--- config.mk ---
export PLATFORM = sky130hd
export DESIGN_NAME = vic_top
export DESIGN_NICKNAME = d
export VERILOG_FILES = /design/src/rtl/vic_pkg.sv /design/src/rtl/vic_pending.sv /design/src/rtl/vic_prio.sv /design/src/rtl/vic_vtab.sv /design/src/rtl/vic_top.sv
export SDC_FILE = /design/constraint.sdc
export NUM_CORES = 1
export LEC_CHECK = 0
export BUFFER_PORTS_ARGS = -buffer_cell sky130_fd_sc_hd__buf_4
export CAP_MARGIN = 20
export CORE_ASPECT_RATIO = 0.9
export CORE_MARGIN = 4
export CORE_UTILIZATION = 60
export CTS_CLUSTER_SIZE = 20
export DETAILED_ROUTE_END_ITERATION = 10
export GPL_TIMING_DRIVEN = 0
export PLACE_DENSITY = 0.81
export SLEW_MARGIN = 5
export SYNTH_ARGS = -nofsm -noshare
export SYNTH_HDL_FRONTEND = slang
export SYNTH_SLANG_ARGS = --single-unit
--- constraint.sdc ---
create_clock -name clk -period 6 [get_ports clk]
set_input_delay 0.6 -clock clk [delete_from_list [all_inputs] [get_ports clk]]
set_output_delay 0.6 -clock clk [all_outputs]
set_load 0.01 [all_outputs]
--- src/rtl/vic_pkg.sv ---
package vic_pkg;

  // Reset type number for a line: base plus line index.
  function automatic int default_vector(input int line, input int base);
    return base + line;
  endfunction

  // Index of the lowest set bit, -1 when none is set.
  function automatic int lowest_index(input logic [31:0] v);
    int r;
    r = -1;
    for (int i = 31; i >= 0; i--) begin
      if (v[i]) r = i;
    end
    return r;
  endfunction

endpackage

--- src/rtl/vic_pending.sv ---
module vic_pending #(
  parameter int N = 8
) (
  input  logic         clk,
  input  logic         rst,
  input  logic [N-1:0] set_i,
  input  logic [N-1:0] clr_i,
  output logic [N-1:0] pend_o
);
  logic [N-1:0] pend_q;

  // A new request wins over the clear of an accepted line.
  always_ff @(posedge clk) begin
    if (rst) pend_q <= '0;
    else     pend_q <= (pend_q & ~clr_i) | set_i;
  end

  assign pend_o = pend_q;
endmodule

--- src/rtl/vic_prio.sv ---
module vic_prio #(
  parameter int N  = 8,
  parameter int LW = 3
) (
  input  logic [N-1:0]  pend_i,
  output logic          valid_o,
  output logic [LW-1:0] idx_o,
  output logic [N-1:0]  onehot_o
);
  logic [N:0] lower;   // lower[i]: some line below i is pending

  assign lower[0] = 1'b0;
  for (genvar g = 0; g < N; g++) begin : g_chain
    assign lower[g+1]  = lower[g] | pend_i[g];
    assign onehot_o[g] = pend_i[g] & ~lower[g];
  end

  assign valid_o = lower[N];

  always_comb begin
    idx_o = LW'(vic_pkg::lowest_index(32'(pend_i)));
  end
endmodule

--- src/rtl/vic_vtab.sv ---
module vic_vtab #(
  parameter int N    = 8,
  parameter int VW   = 8,
  parameter int LW   = 3,
  parameter int BASE = 8
) (
  input  logic          clk,
  input  logic          rst,
  input  logic          we_i,
  input  logic [LW-1:0] waddr_i,
  input  logic [VW-1:0] wdata_i,
  input  logic [LW-1:0] raddr_i,
  output logic [VW-1:0] rdata_o
);
  logic [VW-1:0] tab [N];

  for (genvar g = 0; g < N; g++) begin : g_entry
    always_ff @(posedge clk) begin
      if (rst)
        tab[g] <= VW'(vic_pkg::default_vector(g, BASE));
      else if (we_i && (int'(waddr_i) == g))
        tab[g] <= wdata_i;
    end
  end

  assign rdata_o = tab[raddr_i];
endmodule

--- src/rtl/vic_top.sv ---
module vic_top #(
  parameter int N_LINES   = 8,
  parameter int VEC_W     = 8,
  parameter int CASC_LINE = 2,
  parameter int VEC_BASE  = 8,
  localparam int LW       = (N_LINES > 1) ? $clog2(N_LINES) : 1
) (
  input  logic               clk,
  input  logic               rst,
  input  logic [N_LINES-1:0] req_i,
  output logic               irq_o,
  input  logic               ack_i,
  output logic [VEC_W-1:0]   vec_o,
  input  logic               eoi_i,
  input  logic               cfg_we_i,
  input  logic [LW-1:0]      cfg_line_i,
  input  logic [VEC_W-1:0]   cfg_vec_i,
  input  logic               casc_en_i,
  input  logic [VEC_W-1:0]   casc_vec_i
);
  logic [N_LINES-1:0] pend_q;
  logic [N_LINES-1:0] isr_q;
  logic [N_LINES-1:0] sel_oh;
  logic [LW-1:0]      sel_idx;
  logic               sel_vld;
  logic               busy;
  logic               accept;     // acknowledge taken this cycle
  logic               casc_hit;   // accepted line is the cascade input
  logic [N_LINES-1:0] pend_clr;
  logic [VEC_W-1:0]   tab_vec;
  logic [VEC_W-1:0]   next_vec;
  logic [VEC_W-1:0]   vec_q;

  vic_pending #(.N(N_LINES)) u_pend (
    .clk    (clk),
    .rst    (rst),
    .set_i  (req_i),
    .clr_i  (pend_clr),
    .pend_o (pend_q)
  );

  vic_prio #(.N(N_LINES), .LW(LW)) u_prio (
    .pend_i   (pend_q),
    .valid_o  (sel_vld),
    .idx_o    (sel_idx),
    .onehot_o (sel_oh)
  );

  vic_vtab #(.N(N_LINES), .VW(VEC_W), .LW(LW), .BASE(VEC_BASE)) u_vtab (
    .clk     (clk),
    .rst     (rst),
    .we_i    (cfg_we_i),
    .waddr_i (cfg_line_i),
    .wdata_i (cfg_vec_i),
    .raddr_i (sel_idx),
    .rdata_o (tab_vec)
  );

  assign busy     = |isr_q;
  assign irq_o    = sel_vld & ~busy;
  assign accept   = ack_i & irq_o;
  assign pend_clr = accept ? sel_oh : '0;

  if (CASC_LINE >= 0 && CASC_LINE < N_LINES) begin : g_casc
    assign casc_hit = casc_en_i && (int'(sel_idx) == CASC_LINE);
  end else begin : g_nocasc
    assign casc_hit = 1'b0;
  end

  assign next_vec = casc_hit ? casc_vec_i : tab_vec;

  always_ff @(posedge clk) begin
    if (rst) begin
      isr_q <= '0;
      vec_q <= '0;
    end else if (accept) begin
      isr_q <= sel_oh;
      vec_q <= next_vec;
    end else if (eoi_i) begin
      isr_q <= '0;
    end
  end

  assign vec_o = vec_q;
endmodule

After elaboration in Yosys (flattened, before gate mapping)
Memory sizes are Yosys's and may differ from the RTL's.
Cells that the tools add are included.
{"block": "op_classes", "n_addsub": 0, "mul": 0, "div": 0, "order_cmp": 0, "eq_ne": 8, "shift": 0, "muxes": 45, "n_bitwise": 35, "reduce_logical": 12}
{"cell": "$mux W8", "count": 12}
{"cell": "$mux W1", "count": 26}
{"cell": "$mux W3", "count": 7}
{"cell": "$eq A3 B3 Y1 const B", "count": 5}
{"cell": "$or A1 B1 Y1", "count": 15}
{"cell": "$and A1 B1 Y1", "count": 9}
{"cell": "$logic_and A1 B1 Y1", "count": 9}
{"cell": "$and A8 B8 Y8", "count": 1}
{"cell": "$not A1 Y1", "count": 8}
{"cell": "$not A8 Y8", "count": 1}
{"cell": "$or A8 B8 Y8", "count": 1}
{"cell": "$reduce_or A8 Y1", "count": 1}
{"cell": "$eq A3 B2 Y1 const B", "count": 2}
{"cell": "$eq A3 B1 Y1 const B", "count": 1}
{"cell": "$logic_not A3 Y1", "count": 1}
{"cell": "$reduce_bool A2 Y1", "count": 1}
{"block": "totals", "regBits": 24, "latch_bits": 0, "ram_bits": 64, "rom_bits": 0, "input_bits": 33, "out_inout_bits": 9, "elab_cells": 104, "memories": 1}
{"name": "u_vtab.tab", "depth": 8, "width": 8, "rd": 1, "rd_ports_with_merged_regs": 0, "wr": 8, "line": "vic_vtab.sv:15", "text": "logic [VW-1:0] tab [N];"}

Depth between registers and ports, before layout
Gate-level depths: netlist of the first run.
{"block": "logic_depth", "ltp_word": 13, "ltp_mapped": 7, "ltp_nobuf": 5}

Cells and area by module
From an unflattened synthesis of the first run, not the netlist that was laid out.
{"block": "unflattened", "hier_cells": 315, "hier_area_um2": 4425.5}
{"module": "vic_vtab", "instances": 1, "cells_per_inst": 188, "area_each_um2": 3062.9, "seq_area_each_um2": 1921.8}
{"module": "vic_top", "instances": 1, "cells_per_inst": 75, "area_each_um2": 844.6, "seq_area_each_um2": 320.3}
{"module": "vic_pending", "instances": 1, "cells_per_inst": 33, "area_each_um2": 381.6, "seq_area_each_um2": 160.2}
{"module": "vic_prio", "instances": 1, "cells_per_inst": 19, "area_each_um2": 136.4, "seq_area_each_um2": 0.0}

Least setup slack after synthesis of the first run
OpenSTA, ideal clock, no wires.
{"block": "synth_timing", "path_type": "input -> register", "startpoint": "in rst", "endpoint": "mem u_vtab.tab[1][0], enable pin", "t_arrival_ns": 1.903, "t_required_ns": 5.643, "slack_ns": 3.740, "path_stages": 5, "path_buffers": 3, "path_cell_list": "clkbuf_1 > inv_1 > clkbuf_1 > clkbuf_1 > o21ai_0"}
{"element": "start, declared", "line": "vic_top.sv:9", "text": "input logic rst,"}
{"element": "end, declared", "line": "vic_vtab.sv:15"}

Worst setup path after layout of the first run
{"block": "layout_timing", "startpoint": "reg u_pend.pend_q[0], in the netlist u_pend.pend_o[0]", "endpoint": "out irq_o"}
{"block": "layout_via", "elab_chain_len": 8}
{"element": "start, declared", "line": "vic_pending.sv:10", "text": "logic [N-1:0] pend_q;"}
{"element": "start signal, assigned", "line": "vic_pending.sv:15", "text": "else pend_q <= (pend_q & ~clr_i) | set_i;"}
{"element": "$or A1 B1 Y1 (7 in a row)", "line": "vic_prio.sv:14", "text": "assign lower[g+1] = lower[g] | pend_i[g];"}
{"element": "$and A1 B1 Y1", "line": "vic_top.sv:60", "text": "assign irq_o = sel_vld & ~busy;"}
{"element": "end, declared", "line": "vic_top.sv:11", "text": "output logic irq_o,"}
Every way passes these cells.

==> impl_metrics.xml, run 1 <==
<?xml version="1.0" encoding="UTF-8"?>
<metrics>
  <group name="outcome">
    <metric name="outcome" unit="">complete, no violations</metric>
  </group>
  <group name="yosys">
    <metric name="ys.warnings.count" unit="">0</metric>
    <metric name="biggest_area_consumer_among_synthesized_cells" unit="">sky130_fd_sc_hd__edfxtp_1</metric>
    <metric name="synthesis.area_per_instance" unit="um^2">11.55</metric>
    <metric name="netlist_instances" unit="">356</metric>
    <metric name="syn_nets" unit="">389</metric>
    <metric name="yosys-top-cells-area" unit="">sky130_fd_sc_hd__edfxtp_1 47%, sky130_fd_sc_hd__dfxtp_1 12%, sky130_fd_sc_hd__and2_1 6.7%, sky130_fd_sc_hd__a21oi_2 3.4%, sky130_fd_sc_hd__o21ai_0 2.8%</metric>
    <metric name="synth-compound-area-share" unit="%">19.81</metric>
    <metric name="synth_top_area_share" unit="%">46.73</metric>
    <metric name="synthXorXnorAreaFrac" unit="%">0</metric>
    <metric name="synth.yosys.seq_area_share" unit="%">58.41</metric>
    <metric name="ys_seq_elements" unit="">88</metric>
    <metric name="async_reset_ff_share" unit="%">0</metric>
    <metric name="synthSimpleGateAreaFrac" unit="%">19.01</metric>
    <metric name="synth_top_family_by_area" unit="">compound AO/OA/AOI/OAI gates</metric>
    <metric name="synth.cell_area" unit="um^2">4113</metric>
    <metric name="yosys-mux-area-fraction" unit="%">0</metric>
    <metric name="synth-adder-area-share" unit="%">0</metric>
    <metric name="synth_edf_count" unit="">64</metric>
    <metric name="yosys_most_used_dff" unit="">sky130_fd_sc_hd__edfxtp_1</metric>
    <metric name="count_of_different_cell_masters_after_synthesis" unit="">41</metric>
  </group>
  <group name="placed_design">
    <metric name="hpwlAfterDp" unit="um">7001</metric>
    <metric name="io_buffer_count" unit="">40</metric>
    <metric name="gp_routability_congestion" unit="">0.8822</metric>
    <metric name="place_worst_setup_slack" unit="ps">2957</metric>
    <metric name="dpl.cell_count" unit="">486</metric>
    <metric name="placed_cell_area" unit="um^2">4526</metric>
  </group>
  <group name="global_route">
    <metric name="grt_max_degree" unit="">14</metric>
    <metric name="congestion_overflow_gr" unit="">0</metric>
    <metric name="grt_first_pass_wirelength" unit="um">15550</metric>
    <metric name="initial_antenna_violation_count" unit="">0</metric>
    <metric name="grt_use_total" unit="%">25.84</metric>
    <metric name="grt_pass1_vias" unit="">2920</metric>
  </group>
  <group name="clock_network">
    <metric name="clock_tree_from_tritoncts" unit="">built</metric>
    <metric name="clock_transition_at_the_register_clock_pins_on_the_worst_setup_and_hold_paths_after_cts" unit="ps">90</metric>
    <metric name="clock_latency" unit="ps">360</metric>
    <metric name="cts-buffers-inserted" unit="">9</metric>
    <metric name="clock_tree.buffer_depth" unit="">2</metric>
    <metric name="postCtsResizedCells" unit="">0</metric>
    <metric name="cts_max_level" unit="">3</metric>
    <metric name="cts.root.buffer_cell" unit="">sky130_fd_sc_hd__clkbuf_8</metric>
    <metric name="cts.repair_timing.setup_buffer_count" unit="">0</metric>
    <metric name="postCtsHoldBufs" unit="">0</metric>
    <metric name="tritoncts_num_sinks" unit="">88</metric>
  </group>
  <group name="die">
    <metric name="row_count" unit="">28</metric>
    <metric name="io_pins" unit="">42</metric>
    <metric name="die_height" unit="um">86.55</metric>
    <metric name="dieWidth" unit="um">95.27</metric>
    <metric name="core_area" unit="um^2">6621</metric>
    <metric name="effective_utilization_at_floorplan" unit="%">62.11</metric>
    <metric name="die_area" unit="um^2">8245</metric>
  </group>
  <group name="setup_path">
    <metric name="crit_path_cell_trace" unit="">buf_6 -&gt; or4_4 -&gt; or3_4 -&gt; buf_2 -&gt; o21a_1 -&gt; buf_4</metric>
    <metric name="critPathRequiredTime" unit="ps">5400</metric>
    <metric name="critical-path-max-stage-delay" unit="ps">480</metric>
    <metric name="reg2reg_depth" unit="">5</metric>
    <metric name="worst-path-max-fanout" unit="">10</metric>
    <metric name="cp_data_arrival_time" unit="ps">2210</metric>
    <metric name="timing.critical_path.to_type" unit="">output pin</metric>
    <metric name="critPathLaunchType" unit="">flip-flop</metric>
    <metric name="crit_type" unit="">flip-flop to output pin</metric>
    <metric name="crit_slowest_cell" unit="">sky130_fd_sc_hd__or4_4</metric>
  </group>
  <group name="timing">
    <metric name="clock-skew-final" unit="ps">7.593</metric>
    <metric name="final-setup-viol-count" unit="">0</metric>
    <metric name="max_slew_headroom" unit="%">27.86</metric>
    <metric name="fmax" unit="GHz">0.3554</metric>
    <metric name="max_slew.worst_pin.slew" unit="ps">1071</metric>
    <metric name="final.setup.tns" unit="ps">0</metric>
    <metric name="timing.final.max_slew_violations" unit="">0</metric>
    <metric name="period_minus_slack" unit="ps">2814</metric>
    <metric name="rsz0062_at_grt" unit="">false</metric>
    <metric name="period_share" unit="%">46.90</metric>
    <metric name="fin_hold_viols" unit="">0</metric>
    <metric name="setup_ws" unit="ps">3186</metric>
  </group>
  <group name="worst_hold_path">
    <metric name="hold_class" unit="">input pin to flip-flop</metric>
    <metric name="whs_path_depth" unit="">2</metric>
  </group>
  <group name="cells_and_area">
    <metric name="drive_above_1_share" unit="%">20.62</metric>
    <metric name="final.fill_count" unit="">480</metric>
    <metric name="finalNonFillerCells" unit="">507</metric>
    <metric name="final_core_util" unit="%">71.83</metric>
    <metric name="multi_input_area" unit="um^2">1597</metric>
    <metric name="synthToLayoutAreaGrowth" unit="%">15.64</metric>
    <metric name="final_area" unit="um^2">4756</metric>
    <metric name="sequential_cell_area" unit="um^2">2402</metric>
    <metric name="fin_nets" unit="">446</metric>
    <metric name="antennaDiodeCount" unit="">0</metric>
  </group>
  <group name="job">
    <metric name="timing.max_cap.violations" unit="">0</metric>
  </group>
  <group name="power_and_ir_drop">
    <metric name="power.density" unit="nW/um^2">288.8</metric>
    <metric name="vdd.ir_drop.worst" unit="uV">165.7</metric>
    <metric name="leakagePower" unit="nW">1.683</metric>
  </group>
  <group name="routing">
    <metric name="remaining_drc_errors" unit="">0</metric>
    <metric name="drt_first_pass_iters" unit="">5</metric>
    <metric name="num_vias" unit="">3171</metric>
    <metric name="route.final.wire_length" unit="um">10150</metric>
    <metric name="remaining_antenna_violation_count" unit="">0</metric>
    <metric name="routed_wire_length_per_instance" unit="um">20.02</metric>
    <metric name="drt_iter0_drc" unit="">386</metric>
    <metric name="vias_per_cell" unit="">6.254</metric>
  </group>
</metrics>
## metrics by stage
stage | hold WS (ps) | power (mW)
floorplan | 416.2 | 0.8628
detailed placement | 444.9 | 0.9532
finish | 443.4 | 1.373
global route | 433.9 | 1.424
global placement | 435.8 | 0.9478
CTS | 435.6 | 1.371
## critical path, delay by kind of cell, from the launching register on
kind	cells	cell delay, ps
simple gates	2	860
flops	1	310
compound gates	1	210
buf+inv	3	480
## metal layers
metal	track usage [%]	wire length, um	up-vias
li1	-	-	1456
met1	35.38	4190	1496
met2	41.13	4751	198
met3	6.163	1019	21
met4	7.733	187	0
met5	0	0	-
## synth_stat cells (3+ instances only)
master	count
sky130_fd_sc_hd__a31oi_1	9
sky130_fd_sc_hd__or3_1	18
sky130_fd_sc_hd__nor2b_1	10
sky130_fd_sc_hd__o31ai_1	11
sky130_fd_sc_hd__a22oi_1	8
sky130_fd_sc_hd__nand2b_1	8
sky130_fd_sc_hd__nor3_1	4
sky130_fd_sc_hd__inv_1	4
sky130_fd_sc_hd__a211o_1	9
sky130_fd_sc_hd__o21ai_0	23
sky130_fd_sc_hd__nor3b_1	8
sky130_fd_sc_hd__nand2_1	5
sky130_fd_sc_hd__o21a_1	3
sky130_fd_sc_hd__o221ai_1	8
sky130_fd_sc_hd__and2_1	44
sky130_fd_sc_hd__dfxtp_1	24
sky130_fd_sc_hd__a21oi_1	14
sky130_fd_sc_hd__nand3_1	4
sky130_fd_sc_hd__buf_6	3
sky130_fd_sc_hd__nor2_1	21
sky130_fd_sc_hd__a21oi_2	16
sky130_fd_sc_hd__clkbuf_1	15
sky130_fd_sc_hd__edfxtp_1	64
## registers in the layout, indices dropped and copies added, names as in the netlist
signal	flops
u_vtab.tab	64
isr_q	8
u_pend.pend_o	8
vec_o	8
## placed cells by master (no fill, tap or decap), types with 5 or more instances in the layout
cell,Yosys,layout
sky130_fd_sc_hd__clkbuf_1,15,16
sky130_fd_sc_hd__a31oi_1,9,9
sky130_fd_sc_hd__buf_4,0,40
sky130_fd_sc_hd__nor2_1,21,21
sky130_fd_sc_hd__edfxtp_1,64,64
sky130_fd_sc_hd__a21oi_1,14,14
sky130_fd_sc_hd__o221ai_1,8,8
sky130_fd_sc_hd__and2_1,44,44
sky130_fd_sc_hd__o31ai_1,11,11
sky130_fd_sc_hd__o21ai_0,23,23
sky130_fd_sc_hd__or3_1,18,18
sky130_fd_sc_hd__a22oi_1,8,8
sky130_fd_sc_hd__buf_2,1,5
sky130_fd_sc_hd__nand2b_1,8,8
sky130_fd_sc_hd__nor2b_1,10,10
sky130_fd_sc_hd__dfxtp_1,24,24
sky130_fd_sc_hd__nand2_1,5,5
sky130_fd_sc_hd__a21oi_2,16,16
sky130_fd_sc_hd__clkbuf_8,0,9
sky130_fd_sc_hd__a211o_1,9,9
sky130_fd_sc_hd__nor3b_1,8,8
## worst paths after layout
path	start	endpoint	slack [ps]
setup / recovery	u_pend.pend_o[0]	irq_o	3190
hold / removal	req_i[3]	u_pend.pend_o[3]	440
setup reg to reg	u_pend.pend_o[2]	vec_o[5]	3840
hold reg to reg	isr_q[7]	isr_q[7]	460
## cells by family after synthesis
family / after synthesis
flops: 88
simple gates: 132
compound gates: 112
buf+inv: 24
## layout make-up
cell class              instances  share of cell area, %
multi-input cells             244                  33.57
clock inverters                 5                  1.526
clock buffers                  10                  2.683
flip-flops and latches         88                  50.51
inverters                       5                 0.3946
repair buffers                 46                  6.946
well taps                      90                  2.368
plain buffers                  19                  1.999
## report_power, final
| group | leakage (nW) | total [mW] | internal (mW) | switching (mW) |
|---|---|---|---|---|
| logic | 0.759 | 0.223 | 0.0917 | 0.131 |
| registers | 0.823 | 0.724 | 0.699 | 0.0252 |
| clock network | 0.101 | 0.426 | 0.229 | 0.197 |
No activity file was read; power rests on OpenSTA's default activity.
==> run 2: changes to the inputs <==
- CORE_UTILIZATION: 60 -> 59
- PLACE_DENSITY: 0.81 -> 0.8
- clock period: 6 -> 2.85 ns (I/O delays scaled with it)
==> impl_metrics.xml, run 2 (same netlist as run 1, synthesis figures left out) <==
<?xml version="1.0" encoding="UTF-8"?>
<metrics>
  <group name="worst_hold_path">
    <metric name="launch_instance_of_the_worst_min_delay_path" unit="">req_i[3]</metric>
    <metric name="hold_class" unit="">input pin to flip-flop</metric>
  </group>
  <group name="die">
    <metric name="die_area" unit="um^2">8372</metric>
    <metric name="core_area" unit="um^2">6691</metric>
    <metric name="die_height" unit="um">87.21</metric>
    <metric name="effective_utilization_at_floorplan" unit="%">61.46</metric>
    <metric name="dieWidth" unit="um">96.01</metric>
    <metric name="row_count" unit="">28</metric>
    <metric name="io_pins" unit="">42</metric>
  </group>
  <group name="setup_path">
    <metric name="critPathRequiredTime" unit="ps">2570</metric>
    <metric name="crit_type" unit="">flip-flop to output pin</metric>
    <metric name="critPathLaunchType" unit="">flip-flop</metric>
    <metric name="startpoint" unit="">u_pend.pend_o[0]</metric>
    <metric name="cp_data_arrival_time" unit="ps">2230</metric>
    <metric name="worst-path-max-fanout" unit="">10</metric>
    <metric name="timing.critical_path.to_type" unit="">output pin</metric>
    <metric name="worst_r2r_startpoint" unit="">u_pend.pend_o[5]</metric>
  </group>
  <group name="power_and_ir_drop">
    <metric name="finalPower" unit="mW">2.823</metric>
    <metric name="p_sw" unit="uW">753.6</metric>
    <metric name="power.density" unit="nW/um^2">593.7</metric>
    <metric name="cell_internal_power" unit="mW">2.069</metric>
    <metric name="seq_power_share" unit="%">53.9</metric>
    <metric name="leakagePower" unit="nW">1.675</metric>
    <metric name="vdd.ir_drop.worst" unit="uV">398.9</metric>
    <metric name="swShare" unit="%">26.70</metric>
    <metric name="clock_share_of_power" unit="%">29.6</metric>
    <metric name="share_comb_of_total_power" unit="%">16.5</metric>
  </group>
  <group name="cells_and_area">
    <metric name="largest-register" unit="">u_vtab.tab</metric>
    <metric name="fin_nets" unit="">448</metric>
    <metric name="most-common-layout-cells" unit="">64 x sky130_fd_sc_hd__edfxtp_1, 44 x sky130_fd_sc_hd__and2_1, 40 x sky130_fd_sc_hd__buf_4, 24 x sky130_fd_sc_hd__dfxtp_1, 23 x sky130_fd_sc_hd__o21ai_0</metric>
    <metric name="number_of_flip_flops_under_the_largest_register_name" unit="">64</metric>
    <metric name="multi_input_area" unit="um^2">1597</metric>
    <metric name="finalNonFillerCells" unit="">510</metric>
    <metric name="final.fill_count" unit="">475</metric>
    <metric name="sequential_cell_area" unit="um^2">2402</metric>
    <metric name="antennaDiodeCount" unit="">0</metric>
    <metric name="final_common_cell" unit="">sky130_fd_sc_hd__edfxtp_1</metric>
    <metric name="drive_above_1_share" unit="%">21.43</metric>
    <metric name="synthToLayoutAreaGrowth" unit="%">15.61</metric>
  </group>
  <group name="clock_network">
    <metric name="cts-buffers-inserted" unit="">9</metric>
    <metric name="postCtsResizedCells" unit="">0</metric>
    <metric name="postCtsHoldBufs" unit="">0</metric>
    <metric name="tritoncts_num_sinks" unit="">88</metric>
    <metric name="clock_latency" unit="ps">370</metric>
    <metric name="clock_transition_at_the_register_clock_pins_on_the_worst_setup_and_hold_paths_after_cts" unit="ps">90</metric>
    <metric name="clock_tree_from_tritoncts" unit="">built</metric>
    <metric name="clock_tree.buffer_depth" unit="">2</metric>
    <metric name="cts.root.buffer_cell" unit="">sky130_fd_sc_hd__clkbuf_8</metric>
    <metric name="cts.repair_timing.setup_buffer_count" unit="">0</metric>
    <metric name="cts_max_level" unit="">3</metric>
  </group>
  <group name="routing">
    <metric name="vias_per_cell" unit="">6.092</metric>
    <metric name="route.final.wire_length" unit="um">9878</metric>
    <metric name="remaining_drc_errors" unit="">0</metric>
    <metric name="drt_iter0_drc" unit="">242</metric>
    <metric name="num_vias" unit="">3107</metric>
    <metric name="drt_first_pass_iters" unit="">5</metric>
    <metric name="remaining_antenna_violation_count" unit="">0</metric>
    <metric name="routed_wire_length_per_instance" unit="um">19.37</metric>
  </group>
  <group name="outcome">
    <metric name="outcome" unit="">complete, no violations</metric>
  </group>
  <group name="timing">
    <metric name="period_minus_slack" unit="ps">2515</metric>
    <metric name="timing.final.max_slew_violations" unit="">0</metric>
    <metric name="max_slew_headroom" unit="%">29.87</metric>
    <metric name="fin_hold_viols" unit="">0</metric>
    <metric name="max_slew.worst_pin.slew" unit="ps">1046</metric>
    <metric name="fmax" unit="GHz">0.3976</metric>
    <metric name="fin_worst_hold_slack" unit="ps">122.1</metric>
    <metric name="final-setup-viol-count" unit="">0</metric>
    <metric name="period_share" unit="%">88.24</metric>
    <metric name="rsz0062_at_grt" unit="">false</metric>
    <metric name="clock-skew-final" unit="ps">9.904</metric>
    <metric name="final.setup.tns" unit="ps">0</metric>
  </group>
  <group name="global_route">
    <metric name="grt_max_degree" unit="">15</metric>
    <metric name="grt_use_total" unit="%">25.27</metric>
    <metric name="gr_layer_usage_met3" unit="%">4.754</metric>
    <metric name="initial_antenna_violation_count" unit="">0</metric>
    <metric name="grt_pass1_vias" unit="">2909</metric>
    <metric name="grt_first_pass_wirelength" unit="um">15310</metric>
    <metric name="globalRouteMet2Util" unit="%">40.25</metric>
    <metric name="grt_util_met1" unit="%">33.96</metric>
    <metric name="gr_busiest_metal" unit="">met2</metric>
    <metric name="congestion_overflow_gr" unit="">0</metric>
  </group>
  <group name="placed_design">
    <metric name="hpwlAfterDp" unit="um">7051</metric>
    <metric name="dpl.cell_count" unit="">486</metric>
    <metric name="gp_routability_congestion" unit="">0.8939</metric>
    <metric name="io_buffer_count" unit="">40</metric>
  </group>
  <group name="job">
    <metric name="timing.max_cap.violations" unit="">0</metric>
  </group>
</metrics>
run 2: cell count changes in the layout (fill, tap and decap cells not counted):
cell	previous run	this run
sky130_fd_sc_hd__clkinvlp_4	0	3
sky130_fd_sc_hd__clkbuf_1	16	17
sky130_fd_sc_hd__bufinv_16	2	1
sky130_fd_sc_hd__clkinv_1	3	1
sky130_fd_sc_hd__buf_2	5	7
run 2: final cells by class:
type	count	area share, %
Tap cell	90	2.368
Clock inverter	5	1.211
Sequential cell	88	50.53
Timing Repair Buffer	48	7.158
Inverter	5	0.3947
Buffer	19	2.000
Clock buffer	11	2.763
Multi-Input combinational cell	244	33.58
run 2: final timing paths:
path,end,slack (ps),cells past startpoint
worst max-delay path,irq_o,340,6
worst min-delay path,u_pend.pend_o[3],120,2
worst max register to register,vec_o[4],730,5
worst min register to register,isr_q[6],460,2
run 2: worst max-delay path, stage by stage, from the launching register on:
cell and delay (ps):
sky130_fd_sc_hd__dfxtp_1 320, sky130_fd_sc_hd__buf_6 130, sky130_fd_sc_hd__or4_4 480, sky130_fd_sc_hd__or3_4 380, sky130_fd_sc_hd__buf_2 210, sky130_fd_sc_hd__o21a_1 200
sky130_fd_sc_hd__buf_4 140
run 2: through the flow:
step	util, %	area, um^2	worst slack, ps
2_1_floorplan	-	4113	904.7
3_3_place_gp	67.63	4526	139.9
3_5_place_dp	67.63	4526	86.91
4_1_cts	70.46	4715	327.7
5_1_grt	71.05	4755	270.2
6_report	71.05	4755	335.0
run 2: power groups by stage:
stage / Clock, mW / Sequential (mW) / Combinational [mW]
after floorplan: 0 / 1.55 / 0.267
after detailed placement: 0 / 1.55 / 0.455
after global routing: 0.897 / 1.53 / 0.509
after global placement: 0 / 1.55 / 0.449
after CTS: 0.838 / 1.52 / 0.458
final: 0.834 / 1.52 / 0.466
run 2: layer usage:
metal,routed length [um],up-vias
li1,-,1464
met1,4114,1478
met2,4594,139
met3,886,26
met4,282,0
met5,0,-
==> run 3: changes to the inputs <==
- CORE_ASPECT_RATIO: 0.9 -> 2
- CORE_MARGIN: 4 -> 2
- PLACE_DENSITY: 0.8 -> 0.84
==> impl_metrics.xml, run 3 (same netlist as run 1, synthesis figures left out) <==
<?xml version="1.0" encoding="UTF-8"?>
<metrics>
  <group name="cells_and_area">
    <metric name="finalNonFillerCells" unit="">510</metric>
    <metric name="synthToLayoutAreaGrowth" unit="%">17.40</metric>
    <metric name="antennaDiodeCount" unit="">0</metric>
    <metric name="fin_nets" unit="">448</metric>
    <metric name="most-common-layout-cells" unit="">64 x sky130_fd_sc_hd__edfxtp_1, 44 x sky130_fd_sc_hd__and2_1, 40 x sky130_fd_sc_hd__buf_4, 24 x sky130_fd_sc_hd__dfxtp_1, 23 x sky130_fd_sc_hd__o21ai_0</metric>
    <metric name="largest-register" unit="">u_vtab.tab</metric>
    <metric name="final_core_util" unit="%">70.66</metric>
    <metric name="final_common_cell" unit="">sky130_fd_sc_hd__edfxtp_1</metric>
    <metric name="drive_above_1_share" unit="%">20.71</metric>
    <metric name="number_of_flip_flops_under_the_largest_register_name" unit="">64</metric>
  </group>
  <group name="die">
    <metric name="effective_utilization_at_floorplan" unit="%">60.19</metric>
    <metric name="die_area" unit="um^2">7695</metric>
    <metric name="core_area" unit="um^2">6833</metric>
    <metric name="die_height" unit="um">122.1</metric>
    <metric name="io_pins" unit="">42</metric>
    <metric name="dieWidth" unit="um">63.04</metric>
    <metric name="row_count" unit="">43</metric>
  </group>
  <group name="global_route">
    <metric name="gr_layer_usage_met3" unit="%">5.171</metric>
    <metric name="globalRouteMet2Util" unit="%">49.73</metric>
    <metric name="congestion_overflow_gr" unit="">0</metric>
    <metric name="grt_util_met1" unit="%">34.35</metric>
    <metric name="grt_use_total" unit="%">29.24</metric>
    <metric name="initial_antenna_violation_count" unit="">0</metric>
    <metric name="grt_pass1_vias" unit="">3236</metric>
    <metric name="grt_max_degree" unit="">14</metric>
    <metric name="grt_first_pass_wirelength" unit="um">16480</metric>
    <metric name="gr_busiest_metal" unit="">met2</metric>
  </group>
  <group name="power_and_ir_drop">
    <metric name="share_comb_of_total_power" unit="%">15.5</metric>
    <metric name="clock_share_of_power" unit="%">34.4</metric>
    <metric name="seq_power_share" unit="%">50.1</metric>
    <metric name="finalPower" unit="mW">3.060</metric>
    <metric name="p_sw" unit="uW">780.2</metric>
    <metric name="power.density" unit="nW/um^2">633.8</metric>
    <metric name="cell_internal_power" unit="mW">2.280</metric>
    <metric name="leakagePower" unit="nW">1.719</metric>
    <metric name="swShare" unit="%">25.50</metric>
    <metric name="vdd.ir_drop.worst" unit="uV">632.1</metric>
  </group>
  <group name="timing">
    <metric name="rsz0062_at_grt" unit="">false</metric>
    <metric name="final-setup-viol-count" unit="">0</metric>
    <metric name="setup_ws" unit="ps">371.2</metric>
    <metric name="max_slew_headroom" unit="%">40.20</metric>
    <metric name="fin_hold_viols" unit="">0</metric>
    <metric name="fmax" unit="GHz">0.4034</metric>
    <metric name="clock-skew-final" unit="ps">6.526</metric>
    <metric name="timing.final.max_slew_violations" unit="">0</metric>
    <metric name="final.setup.tns" unit="ps">0</metric>
    <metric name="period_share" unit="%">86.98</metric>
    <metric name="max_slew.worst_pin.slew" unit="ps">891.7</metric>
    <metric name="period_minus_slack" unit="ps">2479</metric>
  </group>
  <group name="setup_path">
    <metric name="startpoint" unit="">u_pend.pend_o[2]</metric>
    <metric name="crit_path_cell_trace" unit="">or4_4 -&gt; or3_4 -&gt; buf_2 -&gt; o21a_1 -&gt; buf_4</metric>
    <metric name="worst-path-buf-inv" unit="">2</metric>
    <metric name="crit_type" unit="">flip-flop to output pin</metric>
    <metric name="worst-path-max-fanout" unit="">10</metric>
    <metric name="cp_data_arrival_time" unit="ps">2190</metric>
    <metric name="critical-path-max-stage-delay" unit="ps">540</metric>
    <metric name="critPathRequiredTime" unit="ps">2570</metric>
    <metric name="dominant_delay_contributor_by_cell_family_on_the_critical_path" unit="">simple AND/OR/NAND/NOR gates</metric>
    <metric name="crit_slowest_cell" unit="">sky130_fd_sc_hd__or4_4</metric>
    <metric name="worst_r2r_startpoint" unit="">u_pend.pend_o[2]</metric>
    <metric name="timing.critical_path.to_type" unit="">output pin</metric>
    <metric name="critPathLaunchType" unit="">flip-flop</metric>
  </group>
  <group name="routing">
    <metric name="num_vias" unit="">3277</metric>
    <metric name="drt_first_pass_iters" unit="">6</metric>
    <metric name="routed_wire_length_per_instance" unit="um">20.88</metric>
    <metric name="remaining_drc_errors" unit="">0</metric>
    <metric name="remaining_antenna_violation_count" unit="">0</metric>
    <metric name="route.final.wire_length" unit="um">10650</metric>
    <metric name="drt_iter0_drc" unit="">432</metric>
    <metric name="vias_per_cell" unit="">6.425</metric>
  </group>
  <group name="clock_network">
    <metric name="tritoncts_num_sinks" unit="">88</metric>
    <metric name="clock_tree_from_tritoncts" unit="">built</metric>
    <metric name="cts.root.buffer_cell" unit="">sky130_fd_sc_hd__clkbuf_16</metric>
    <metric name="clock_latency" unit="ps">340</metric>
    <metric name="clock_transition_at_the_register_clock_pins_on_the_worst_setup_and_hold_paths_after_cts" unit="ps">60</metric>
    <metric name="cts-buffers-inserted" unit="">9</metric>
    <metric name="postCtsHoldBufs" unit="">0</metric>
    <metric name="cts_max_level" unit="">3</metric>
    <metric name="cts.repair_timing.setup_buffer_count" unit="">0</metric>
    <metric name="postCtsResizedCells" unit="">0</metric>
    <metric name="clock_tree.buffer_depth" unit="">2</metric>
  </group>
  <group name="outcome">
    <metric name="outcome" unit="">complete, no violations</metric>
  </group>
  <group name="placed_design">
    <metric name="dpl.cell_count" unit="">487</metric>
    <metric name="hpwlAfterDp" unit="um">7648</metric>
    <metric name="io_buffer_count" unit="">40</metric>
    <metric name="gp_routability_congestion" unit="">0.8888</metric>
    <metric name="place_worst_setup_slack" unit="ps">157.4</metric>
  </group>
  <group name="worst_hold_path">
    <metric name="hold_class" unit="">input pin to flip-flop</metric>
    <metric name="launch_instance_of_the_worst_min_delay_path" unit="">req_i[3]</metric>
  </group>
  <group name="job">
    <metric name="timing.max_cap.violations" unit="">0</metric>
  </group>
</metrics>
[run 3: cell count changes in the layout (fill, tap and decap cells not counted), moves of 2 or more]
cell and change:
sky130_fd_sc_hd__clkbuf_16 +9, sky130_fd_sc_hd__clkbuf_8 -8, sky130_fd_sc_hd__clkinvlp_4 -3, sky130_fd_sc_hd__clkbuf_1 +2
[run 3: path summary, 6_finish.rpt]
check                                        end  slack, ps  depth (start not counted)
worst min register to register          isr_q[3]        460                          2
worst min-delay path            u_pend.pend_o[3]        160                          2
worst max register to register          vec_o[5]        670                          5
worst max-delay path                       irq_o        370                          5
[run 3: area by class of cell]
type | instances | area, um^2
sequential | 88 | 2402
fill | 484 | 2004
multi-input combinational | 244 | 1597
timing repair buffer | 48 | 340.3
clock buffer | 14 | 254.0
tap | 90 | 112.6
buffer | 19 | 95.09
inverter | 5 | 18.77
clock inverter | 2 | 8.758
[run 3: power groups by stage]
stage	clock [mW]	combinational [mW]	sequential, mW
after floorplan	0	0.267	1.55
after global placement	0	0.441	1.55
after detailed placement	0	0.458	1.56
after CTS	1.06	0.461	1.53
after global routing	1.12	0.505	1.54
final	1.05	0.474	1.53
[run 3: stage by stage]
step                hold slack [ps]  instance area (um^2)
CTS                           148.0                  4793
finish                        158.7                  4828
global route                  160.7                  4828
global placement              435.9                  4526
floorplan                     402.4                  4113
detailed placement            442.4                  4531
[run 3: worst register-to-register path: cells and delay by family (launching register included)]
kind / cells / cell delay (ps)
AOI/OAI and AO/OA: 4 / 1460
DFF: 1 / 370
buffers and inverters: 1 / 290
[run 3: routing by layer]
layer / vias up / routed length [um] / part of all wire [%]
met4: 0 / 505 / 4.7
met1: 1590 / 3811 / 36
met5: - / 0 / 0
met3: 41 / 780 / 7.3
met2: 177 / 5550 / 52
li1: 1469 / - / -
